## config.mk

```make
export PLATFORM = sky130hd
export DESIGN_NAME = match_pulse_gen
export DESIGN_NICKNAME = d
export VERILOG_FILES = /design/src/rtl/mpg_pkg.sv /design/src/rtl/mpg_ctrl.sv /design/src/rtl/mpg_timer.sv /design/src/rtl/mpg_compare.sv /design/src/rtl/mpg_output.sv /design/src/rtl/match_pulse_gen.sv
export SDC_FILE = /design/constraint.sdc
export NUM_CORES = 1
export LEC_CHECK = 0
export BUFFER_PORTS_ARGS = -buffer_cell sky130_fd_sc_hd__buf_4
export CAP_MARGIN = 10
export CORE_AREA = 2 2 130 81
export CTS_CLUSTER_DIAMETER = 40
export DETAILED_ROUTE_END_ITERATION = 6
export DIE_AREA = 0 0 132 83
export GPL_TIMING_DRIVEN = 0
export PLACE_DENSITY = 0.78
export SLEW_MARGIN = 20
export SYNTH_ARGS = -nofsm -noshare
export SYNTH_HDL_FRONTEND = slang
export SYNTH_SLANG_ARGS = --single-unit
export TNS_END_PERCENT = 50
```

## constraint.sdc

```tcl
create_clock -name clk -period 2.65 [get_ports clk]
set_clock_uncertainty 0.05 [all_clocks]
set_input_delay 0.265 -clock clk [delete_from_list [all_inputs] [get_ports clk]]
set_output_delay 0.265 -clock clk [all_outputs]
set_load 0.005 [all_outputs]
```

## src/rtl/mpg_pkg.sv

```systemverilog
package mpg_pkg;

    localparam int ADDR_W   = 3;
    localparam int NUM_REGS = 6;

    // Register addresses of the host write port
    localparam logic [ADDR_W-1:0] ADDR_CTRL   = 3'd0;
    localparam logic [ADDR_W-1:0] ADDR_CMP_LO = 3'd1;
    localparam logic [ADDR_W-1:0] ADDR_CMP_HI = 3'd2;
    localparam logic [ADDR_W-1:0] ADDR_WIDTH  = 3'd3;
    localparam logic [ADDR_W-1:0] ADDR_TIMER  = 3'd4;
    localparam logic [ADDR_W-1:0] ADDR_ACK    = 3'd5;

    // Control register bit positions
    localparam int CTRL_RUN   = 0;
    localparam int CTRL_SPEC  = 1;
    localparam int CTRL_LEVEL = 2;

    typedef struct packed {
        logic run;
        logic special;
    } ctrl_t;

    typedef struct packed {
        logic pin;
        logic flag;
    } out_t;

endpackage

```

## src/rtl/mpg_ctrl.sv

```systemverilog
module mpg_ctrl
    import mpg_pkg::*;
(
    input  logic              clk,
    input  logic              rst_n,
    input  logic              wr_en,
    input  logic [ADDR_W-1:0] wr_addr,
    input  logic [1:0]        ctrl_bits,
    output logic              run,
    output logic              special,
    output logic              ctrl_we,
    output logic              cmp_lo_we,
    output logic              cmp_hi_we,
    output logic              width_we,
    output logic              timer_we,
    output logic              ack_we
);

    logic [NUM_REGS-1:0] strobe;

    // One write strobe per register address
    for (genvar i = 0; i < NUM_REGS; i++) begin : g_strobe
        assign strobe[i] = wr_en && (wr_addr == ADDR_W'(i));
    end

    assign ctrl_we   = strobe[ADDR_CTRL];
    assign cmp_lo_we = strobe[ADDR_CMP_LO];
    assign cmp_hi_we = strobe[ADDR_CMP_HI];
    assign width_we  = strobe[ADDR_WIDTH];
    assign timer_we  = strobe[ADDR_TIMER];
    assign ack_we    = strobe[ADDR_ACK];

    ctrl_t ctrl_d, ctrl_q;

    always_comb begin
        ctrl_d = ctrl_q;
        if (ctrl_we) begin
            ctrl_d.run     = ctrl_bits[CTRL_RUN];
            ctrl_d.special = ctrl_bits[CTRL_SPEC];
        end
    end

    always_ff @(posedge clk or negedge rst_n) begin
        if (!rst_n) ctrl_q <= '0;
        else        ctrl_q <= ctrl_d;
    end

    assign run     = ctrl_q.run;
    assign special = ctrl_q.special;

endmodule

```

## src/rtl/mpg_timer.sv

```systemverilog
module mpg_timer #(
    parameter int W = 16
) (
    input  logic         clk,
    input  logic         rst_n,
    input  logic         run,
    input  logic         load_we,
    input  logic [W-1:0] load_val,
    input  logic         clear,
    output logic [W-1:0] count
);

    logic [W-1:0] cnt_d, cnt_q;

    always_comb begin
        cnt_d = cnt_q;
        if (load_we)    cnt_d = load_val;
        else if (clear) cnt_d = '0;
        else if (run)   cnt_d = cnt_q + W'(1);   // modulo 2^W wrap
    end

    always_ff @(posedge clk or negedge rst_n) begin
        if (!rst_n) cnt_q <= '0;
        else        cnt_q <= cnt_d;
    end

    assign count = cnt_q;

endmodule

```

## src/rtl/mpg_compare.sv

```systemverilog
module mpg_compare #(
    parameter int W        = 16,
    parameter int PERIOD   = 20000,
    parameter int PW_MIN   = 600,
    parameter int PW_MAX   = 2400,
    parameter int PW_RESET = 1500
) (
    input  logic         clk,
    input  logic         rst_n,
    input  logic         run,
    input  logic         special,
    input  logic [W-1:0] timer,
    input  logic         ctrl_we,
    input  logic         cmp_lo_we,
    input  logic         cmp_hi_we,
    input  logic         width_we,
    input  logic [W-1:0] wr_data,
    output logic         match,
    output logic         level,
    output logic [W-1:0] cmp,
    output logic [W-1:0] width_act
);

    import mpg_pkg::CTRL_LEVEL;

    localparam int           HALF     = W / 2;
    localparam logic [W-1:0] PERIOD_V = W'(PERIOD);
    localparam logic [W-1:0] MIN_V    = W'(PW_MIN);
    localparam logic [W-1:0] MAX_V    = W'(PW_MAX);
    localparam logic [W-1:0] RESET_V  = W'(PW_RESET);

    typedef struct packed {
        logic [W-1:0] cmp;
        logic         level;
        logic [W-1:0] width_pend;
        logic [W-1:0] width_act;
    } cmp_state_t;

    cmp_state_t st_d, st_q;
    logic       advance;

    function automatic logic [W-1:0] clamp_width(input logic [W-1:0] v);
        if (v < MIN_V)      return MIN_V;
        else if (v > MAX_V) return MAX_V;
        return v;
    endfunction

    always_comb begin
        st_d    = st_q;
        match   = run && (timer == st_q.cmp);
        advance = match && !special;

        // Compare and level move together in one edge, so the new
        // compare value is in place before the new level can act.
        if (advance) begin
            if (st_q.level) begin
                st_d.cmp       = st_q.cmp + st_q.width_pend;
                st_d.width_act = st_q.width_pend;
            end else begin
                st_d.cmp       = st_q.cmp + (PERIOD_V - st_q.width_act);
            end
            st_d.level = !st_q.level;
        end

        if (width_we)  st_d.width_pend          = clamp_width(wr_data);
        if (ctrl_we)   st_d.level               = wr_data[CTRL_LEVEL];
        if (cmp_lo_we) st_d.cmp[HALF-1:0]       = wr_data[HALF-1:0];
        if (cmp_hi_we) st_d.cmp[W-1:HALF]       = wr_data[HALF-1:0];
    end

    always_ff @(posedge clk or negedge rst_n) begin
        if (!rst_n) begin
            st_q.cmp        <= '0;
            st_q.level      <= 1'b0;
            st_q.width_pend <= RESET_V;
            st_q.width_act  <= RESET_V;
        end else begin
            st_q <= st_d;
        end
    end

    assign level     = st_q.level;
    assign cmp       = st_q.cmp;
    assign width_act = st_q.width_act;

endmodule

```

## src/rtl/mpg_output.sv

```systemverilog
module mpg_output
    import mpg_pkg::*;
(
    input  logic clk,
    input  logic rst_n,
    input  logic match,
    input  logic special,
    input  logic level,
    input  logic ack_we,
    output logic pin,
    output logic flag
);

    out_t out_d, out_q;

    always_comb begin
        out_d = out_q;
        if (match && !special) out_d.pin = level;
        if (ack_we)            out_d.flag = 1'b0;
        if (match)             out_d.flag = 1'b1;   // set wins over ack
    end

    always_ff @(posedge clk or negedge rst_n) begin
        if (!rst_n) out_q <= '0;
        else        out_q <= out_d;
    end

    assign pin  = out_q.pin;
    assign flag = out_q.flag;

endmodule

```

## src/rtl/match_pulse_gen.sv

```systemverilog
module match_pulse_gen #(
    parameter int W        = 16,
    parameter int PERIOD   = 20000,
    parameter int PW_MIN   = 600,
    parameter int PW_MAX   = 2400,
    parameter int PW_RESET = 1500
) (
    input  logic         clk,
    input  logic         rst_n,
    input  logic         wr_en,
    input  logic [2:0]   wr_addr,
    input  logic [W-1:0] wr_data,
    output logic         pin_o,
    output logic         flag_o
);

    logic         run, special;
    logic         ctrl_we, cmp_lo_we, cmp_hi_we, width_we, timer_we, ack_we;
    logic         match, level;
    logic [W-1:0] timer, cmp, width_act;

    mpg_ctrl i_ctrl (
        .clk       (clk),
        .rst_n     (rst_n),
        .wr_en     (wr_en),
        .wr_addr   (wr_addr),
        .ctrl_bits (wr_data[1:0]),
        .run       (run),
        .special   (special),
        .ctrl_we   (ctrl_we),
        .cmp_lo_we (cmp_lo_we),
        .cmp_hi_we (cmp_hi_we),
        .width_we  (width_we),
        .timer_we  (timer_we),
        .ack_we    (ack_we)
    );

    mpg_timer #(.W(W)) i_timer (
        .clk      (clk),
        .rst_n    (rst_n),
        .run      (run),
        .load_we  (timer_we),
        .load_val (wr_data),
        .clear    (match && special),
        .count    (timer)
    );

    mpg_compare #(
        .W(W), .PERIOD(PERIOD), .PW_MIN(PW_MIN),
        .PW_MAX(PW_MAX), .PW_RESET(PW_RESET)
    ) i_compare (
        .clk       (clk),
        .rst_n     (rst_n),
        .run       (run),
        .special   (special),
        .timer     (timer),
        .ctrl_we   (ctrl_we),
        .cmp_lo_we (cmp_lo_we),
        .cmp_hi_we (cmp_hi_we),
        .width_we  (width_we),
        .wr_data   (wr_data),
        .match     (match),
        .level     (level),
        .cmp       (cmp),
        .width_act (width_act)
    );

    mpg_output i_output (
        .clk     (clk),
        .rst_n   (rst_n),
        .match   (match),
        .special (special),
        .level   (level),
        .ack_we  (ack_we),
        .pin     (pin_o),
        .flag    (flag_o)
    );

endmodule

```

# ---- Word level (Yosys, flattened, before mapping)
# Index checks and enable logic that the tools add are counted.
dict set report totals {
  wordCells 56
  out_inout_bits 2
  rom_bits 0
  latchBits 0
  inputBits 22
  ff_bits 69
  n_memories 0
  ramBits 0
}
dict set report op_classes {
  n_mux 16
  n_lt_le_gt_ge 2
  bitwise_logic 0
  shifts 0
  n_addsub 4
  multipliers 0
  n_reduce_logical 18
  div 0
  eq_ne 6
}
# operator n
set ops {}
lappend ops {{two-way mux 16 bit} 7}
lappend ops {{adder 16 bit} 2}
lappend ops {{two-way mux 17 bit} 1}
lappend ops {{adder 16 x 1 -> 16 bit (second input constant)} 1}
lappend ops {{equality test 16 bit} 1}
lappend ops {{greater-than comparator 16 x 12 -> 1 bit (second input constant)} 1}
lappend ops {{< comparator 16 x 10 -> 1 bit (second input constant)} 1}
lappend ops {{two-way mux 8 bit} 2}
lappend ops {{subtractor 15 x 16 -> 16 bit (first input constant)} 1}
lappend ops {{logical AND 1 bit} 9}
lappend ops {{nonzero test 2 bit} 4}
lappend ops {{equality test 3 x 2 -> 1 bit (second input constant)} 2}
lappend ops {{equality test 3 bit (second input constant)} 2}
lappend ops {{two-way mux 1 bit} 6}
lappend ops {{equality test 3 x 1 -> 1 bit (second input constant)} 1}
lappend ops {{zero test 3 bit} 1}
lappend ops {{nonzero test 3 bit} 1}
lappend ops {{zero test 1 bit} 2}
lappend ops {{AND reduction 2 bit} 1}

# ---- Longest topological paths before layout
dict set report logic_depth {
  word_depth 5
  depth_mapped 13
  mapped_depth_nobuf 13
}

# ---- Cells and area by module
# From an unflattened synthesis, not the netlist that was laid out.
dict set report unflattened {
  hier_cells 634
  area_unflattened_um2 5647.9
}
# module area_each_um2 instances cells_each seq_area_each_um2
set modules_own_cells {}
lappend modules_own_cells {mpg_compare 4433.0 1 508 1243.7}
lappend modules_own_cells {mpg_timer 972.2 1 108 400.4}
lappend modules_own_cells {mpg_ctrl 145.1 1 11 50.0}
lappend modules_own_cells {mpg_output 91.3 1 6 50.0}
lappend modules_own_cells {match_pulse_gen 6.3 1 1 0.0}

# ---- Worst setup path after synthesis
# OpenSTA, ideal clock, no wires.
dict set report synth_timing {
  path_kind {register to register}
  startpoint {reg i_compare.width_act[3] (netlist name)}
  endpoint {reg i_compare.cmp[13] (netlist name)}
  t_required_ns 2.467
  arrival_time_ns 2.679
  setup_ns 0.133
  period_less_slack_ns 2.862
  slack_ns -0.212
  path_buffers 0
  path_stages_with_launch 11
  cell_sequence {dfstp_2 > inv_1 > ha_1 > ha_1 > nor2b_1 > o31a_1 > o31a_1 > o22ai_1 > mux2_2 > a2111oi_0 > nor2_1}
}
dict set report synth_via {
  elab_chain_len 5
}
# element line
set synth_lines {}
lappend synth_lines {{subtractor 15 x 16 -> 16 bit} mpg_compare.sv:60} ;# st_d.cmp = st_q.cmp + (PERIOD_V - st_q.width_act);
lappend synth_lines {{adder 16 bit} mpg_compare.sv:60}
lappend synth_lines {{two-way mux 16 bit} mpg_compare.sv:56} ;# if (st_q.level) begin
lappend synth_lines {{two-way mux 17 bit} mpg_compare.sv:55} ;# if (advance) begin
lappend synth_lines {{two-way mux 8 bit} mpg_compare.sv:68} ;# if (cmp_hi_we) st_d.cmp[W-1:HALF] = wr_data[HALF-1:0];
# Every way passes these cells. The select of a mux whose other input is x is not followed.
# A chain may end at the register's enable or synchronous reset.

# ---- Worst setup path in the final report
dict set report layout_timing {
  startpoint {reg i_compare.width_act[3] (netlist name)}
  endpoint {reg i_compare.cmp[11] (netlist name)}
}
dict set report layout_via {
  elab_chain_len 5
}
# element line
set layout_lines {}
lappend layout_lines {{subtractor 15 x 16 -> 16 bit} mpg_compare.sv:60}
lappend layout_lines {{adder 16 bit} mpg_compare.sv:60}
lappend layout_lines {{two-way mux 16 bit} mpg_compare.sv:56}
lappend layout_lines {{two-way mux 17 bit} mpg_compare.sv:55}
lappend layout_lines {{two-way mux 8 bit} mpg_compare.sv:68}
# Every way passes these cells. The select of a mux whose other input is x is not followed.

==> results.cfg <==
[timing]
max_freq_mhz = 359.6
hold_violations = 3
fin_ws_ns = -0.1310
finalMaxSlewViolations = 0
period_share = 1.049
whs_ns = -0.001604
setup_viol_count_final = 5
timing.slew.headroom = 0.3881
rsz0062_at_grt = true
min_period_ns = 2.781
tightest_slew_ns = 0.9179

[clocking]
cts_tree = yes
clock_sinks = 69
ctsHtreeMaxLevel = 3
clockBufferDepth = 2
clockRootBuffer = clkbuf_16
numCtsBuffers = 9
cts_hold_buf = 0
cts.clk_slew.worst_paths_ns = 0.06
insertion_delay_ns = 0.34

[die]
start_util = 0.5445
fp.dieH_um = 83
core_area_um2 = 9704
die_w_um = 132
io-pin-count = 24
die-area_um2 = 10960
rows = 28

[finish]
layout.cells.non_filler = 813
fillers = 803
num_antenna_cells = 0
final_cell_mix = 71 x nand2_1, 60 x o21ai_0, 53 x dfrtp_1
post-route-util = 0.6510
area_growth_syn_to_layout_pct = 19.56
final_area_um2 = 6317
final_common_cell = nand2_1
final_layout_size_suffix_gt1_frac = 0.2139
final_nets = 742

[pwr]
total_power_uw = 4810
switchingPower_uw = 1913
seqPwrFrac = 0.295
p_leak_uw = 0.002787
ir_drop_uv = 523.6
p_clk_frac = 0.262
pwr-share-comb = 0.443
p_per_area_nw_per_um2 = 761.3
p_sw_frac = 0.3978
intPower_uw = 2896

[detailed_routing]
drt-total-wl_um = 16640
drt_iter0_markers = 463
wl_per_cell_um = 20.47
first_pass_iters = 5
drc_errors = 0
ant_nets = 0
via_count = 5157
viasPerCell = 6.343

[placed_design]
placed_cells = 776
post-dp-hpwl_um = 12130
place.gp.congestion = 0.9709
dpl_cell_area_um2 = 5662
portBuffers = 23

[outcome]
violations = hold timing, setup timing
status = finished, violations left

[grt]
gr-usage-met2 = 0.4498
grt_overflow = 0
grt_pass1_wl_um = 25610
met1_usage = 0.4264
grt_use_total = 0.3005
gr-usage-met3 = 0.09096
grt_start_max_net_pins = 70
grt_pass1_vias = 4917
antenna_found_initial = 0
gr-max-usage-layer = met2

[synthesis]
synth_ff_type = dfrtp_1
synth.avg_cell_area_um2 = 8.550
postSynthCellCount = 618
syn_area_um2 = 5284
synth_seq_area_share = 0.3301
synth-seq-cells = 69
synth_enable_flop_cells = 0
synth_fp_nets = 687
yosys_warnings = 0
synthArstFlopShare = 1.000
yosysUniqueCellTypes = 69

[worst_setup_path]
critPathKind = reg2reg
r2r_cells = 11
critPathLaunchType = flop
critical_path_peak_fanout = 2
crit_required_ns = 2.82
cp.arrival_ns = 2.95
cp-end-kind = flop

[run]
drv_cap = 0

[worst_hold_path]
worstHoldPathType = in2async
final cells by class:
type	instances	area [µm²]	area share
buffer	19	85.08	0.01347
clock buffer	10	239.0	0.03783
clock inverter	6	70.07	0.01109
inverter	38	142.6	0.02258
multi-input combinational	492	3531	0.5589
sequential	69	1747	0.2765
tap	135	168.9	0.02674
timing repair buffer	44	334.1	0.05288
through the flow:
step,hold slack [ns],setup TNS (ns),worst slack (ns)
after floorplan,-0.08059,-0.1017,-0.1017
after global placement,0.3945,-1.072,-0.3915
after detailed placement,0.4029,-1.297,-0.4204
after CTS,0.04637,-0.6784,-0.1941
after global routing,0.07233,-0.7399,-0.1731
final,-0.001604,-0.3481,-0.1310
metal layers:
metal | vias up | part of all wire
met4 | 0 | 0.017
met5 | - | 0
met3 | 35 | 0.11
li1 | 2346 | -
met2 | 266 | 0.44
met1 | 2510 | 0.44
cell families after synthesis:
family,after synthesis,share of synthesized area
AO/OA/AOI/OAI,198,0.2340
XOR/XNOR,39,0.06465
adder cells (fa/ha/maj),47,0.1141
buffers and inverters,57,0.04309
flip-flops,69,0.3301
multiplexers,18,0.03718
AND/OR/NAND/NOR,190,0.1769
cells in the mapped netlist, types with 12 or more instances:
cell type / n / share of area
o21ai_0: 65 / 0.062
nand3_1: 13 / 0.012
ha_1: 45 / 0.11
a21oi_1: 51 / 0.048
a31oi_1: 12 / 0.014
dfstp_2: 14 / 0.070
xnor2_1: 20 / 0.033
nand2_1: 71 / 0.050
a21o_1: 12 / 0.017
nor2_1: 45 / 0.032
dfrtp_1: 55 / 0.26
clkbuf_1: 12 / 0.0085
inv_1: 37 / 0.026
xor2_1: 19 / 0.031
registers in the layout, summed over array words and instances, names as in the netlist:
signal	flops
i_compare.cmp	16
i_output.flag	1
i_compare.st_q	16
i_timer.count	16
i_output.pin	1
i_compare.width_act	16
i_compare.level	1
i_ctrl.run	1
i_ctrl.special	1
worst max-delay path, cell delays in order (launching register included):
cell      delay (ns)
dfstp_2         0.52
inv_2           0.04
ha_4            0.26
ha_4            0.19
nor2b_2         0.15
o31a_1          0.30
buf_6           0.14
o21a_1          0.18
o21a_1          0.21
a311oi_2        0.26
mux2i_1         0.25
a31oi_1         0.10
power by group through the flow:
stage / registers [µW] / clock network (µW) / logic (µW)
2_1_floorplan: 1370 / 0 / 1380
3_3_place_gp: 1430 / 0 / 1740
3_5_place_dp: 1430 / 0 / 1810
4_1_cts: 1410 / 1270 / 1950
5_1_grt: 1440 / 1320 / 2310
6_report: 1420 / 1260 / 2130
timing repair:
item	CTS	global route
gates resized for setup	23	21
setup endpoints to repair	10	19
pin swaps	15	28
setup buffers	8	13
cloned	0	0
path summary, 6_finish.rpt:
| check | startpoint | end | slack [ns] |
|---|---|---|---|
| setup / recovery | i_compare.width_act[3]$_DFFE_PN1P_ | i_compare.cmp[11]$_DFFE_PN0P_ | -0.13 |
| hold / removal | rst_n | i_compare.st_q[29]$_DFFE_PN0P_ | -0.002 |
| setup reg to reg | i_compare.width_act[3]$_DFFE_PN1P_ | i_compare.cmp[11]$_DFFE_PN0P_ | -0.13 |
| hold reg to reg | i_output.pin$_DFFE_PN0P_ | i_output.pin$_DFFE_PN0P_ | 0.44 |
| max in group asynchronous | rst_n | i_compare.cmp[1]$_DFFE_PN0P_ | 1.88 |
| min in group clk | wr_data[15] | i_timer.count[15]$_DFFE_PN0P_ | 0.11 |
Note: power is estimated with default switching activity, not from simulation.
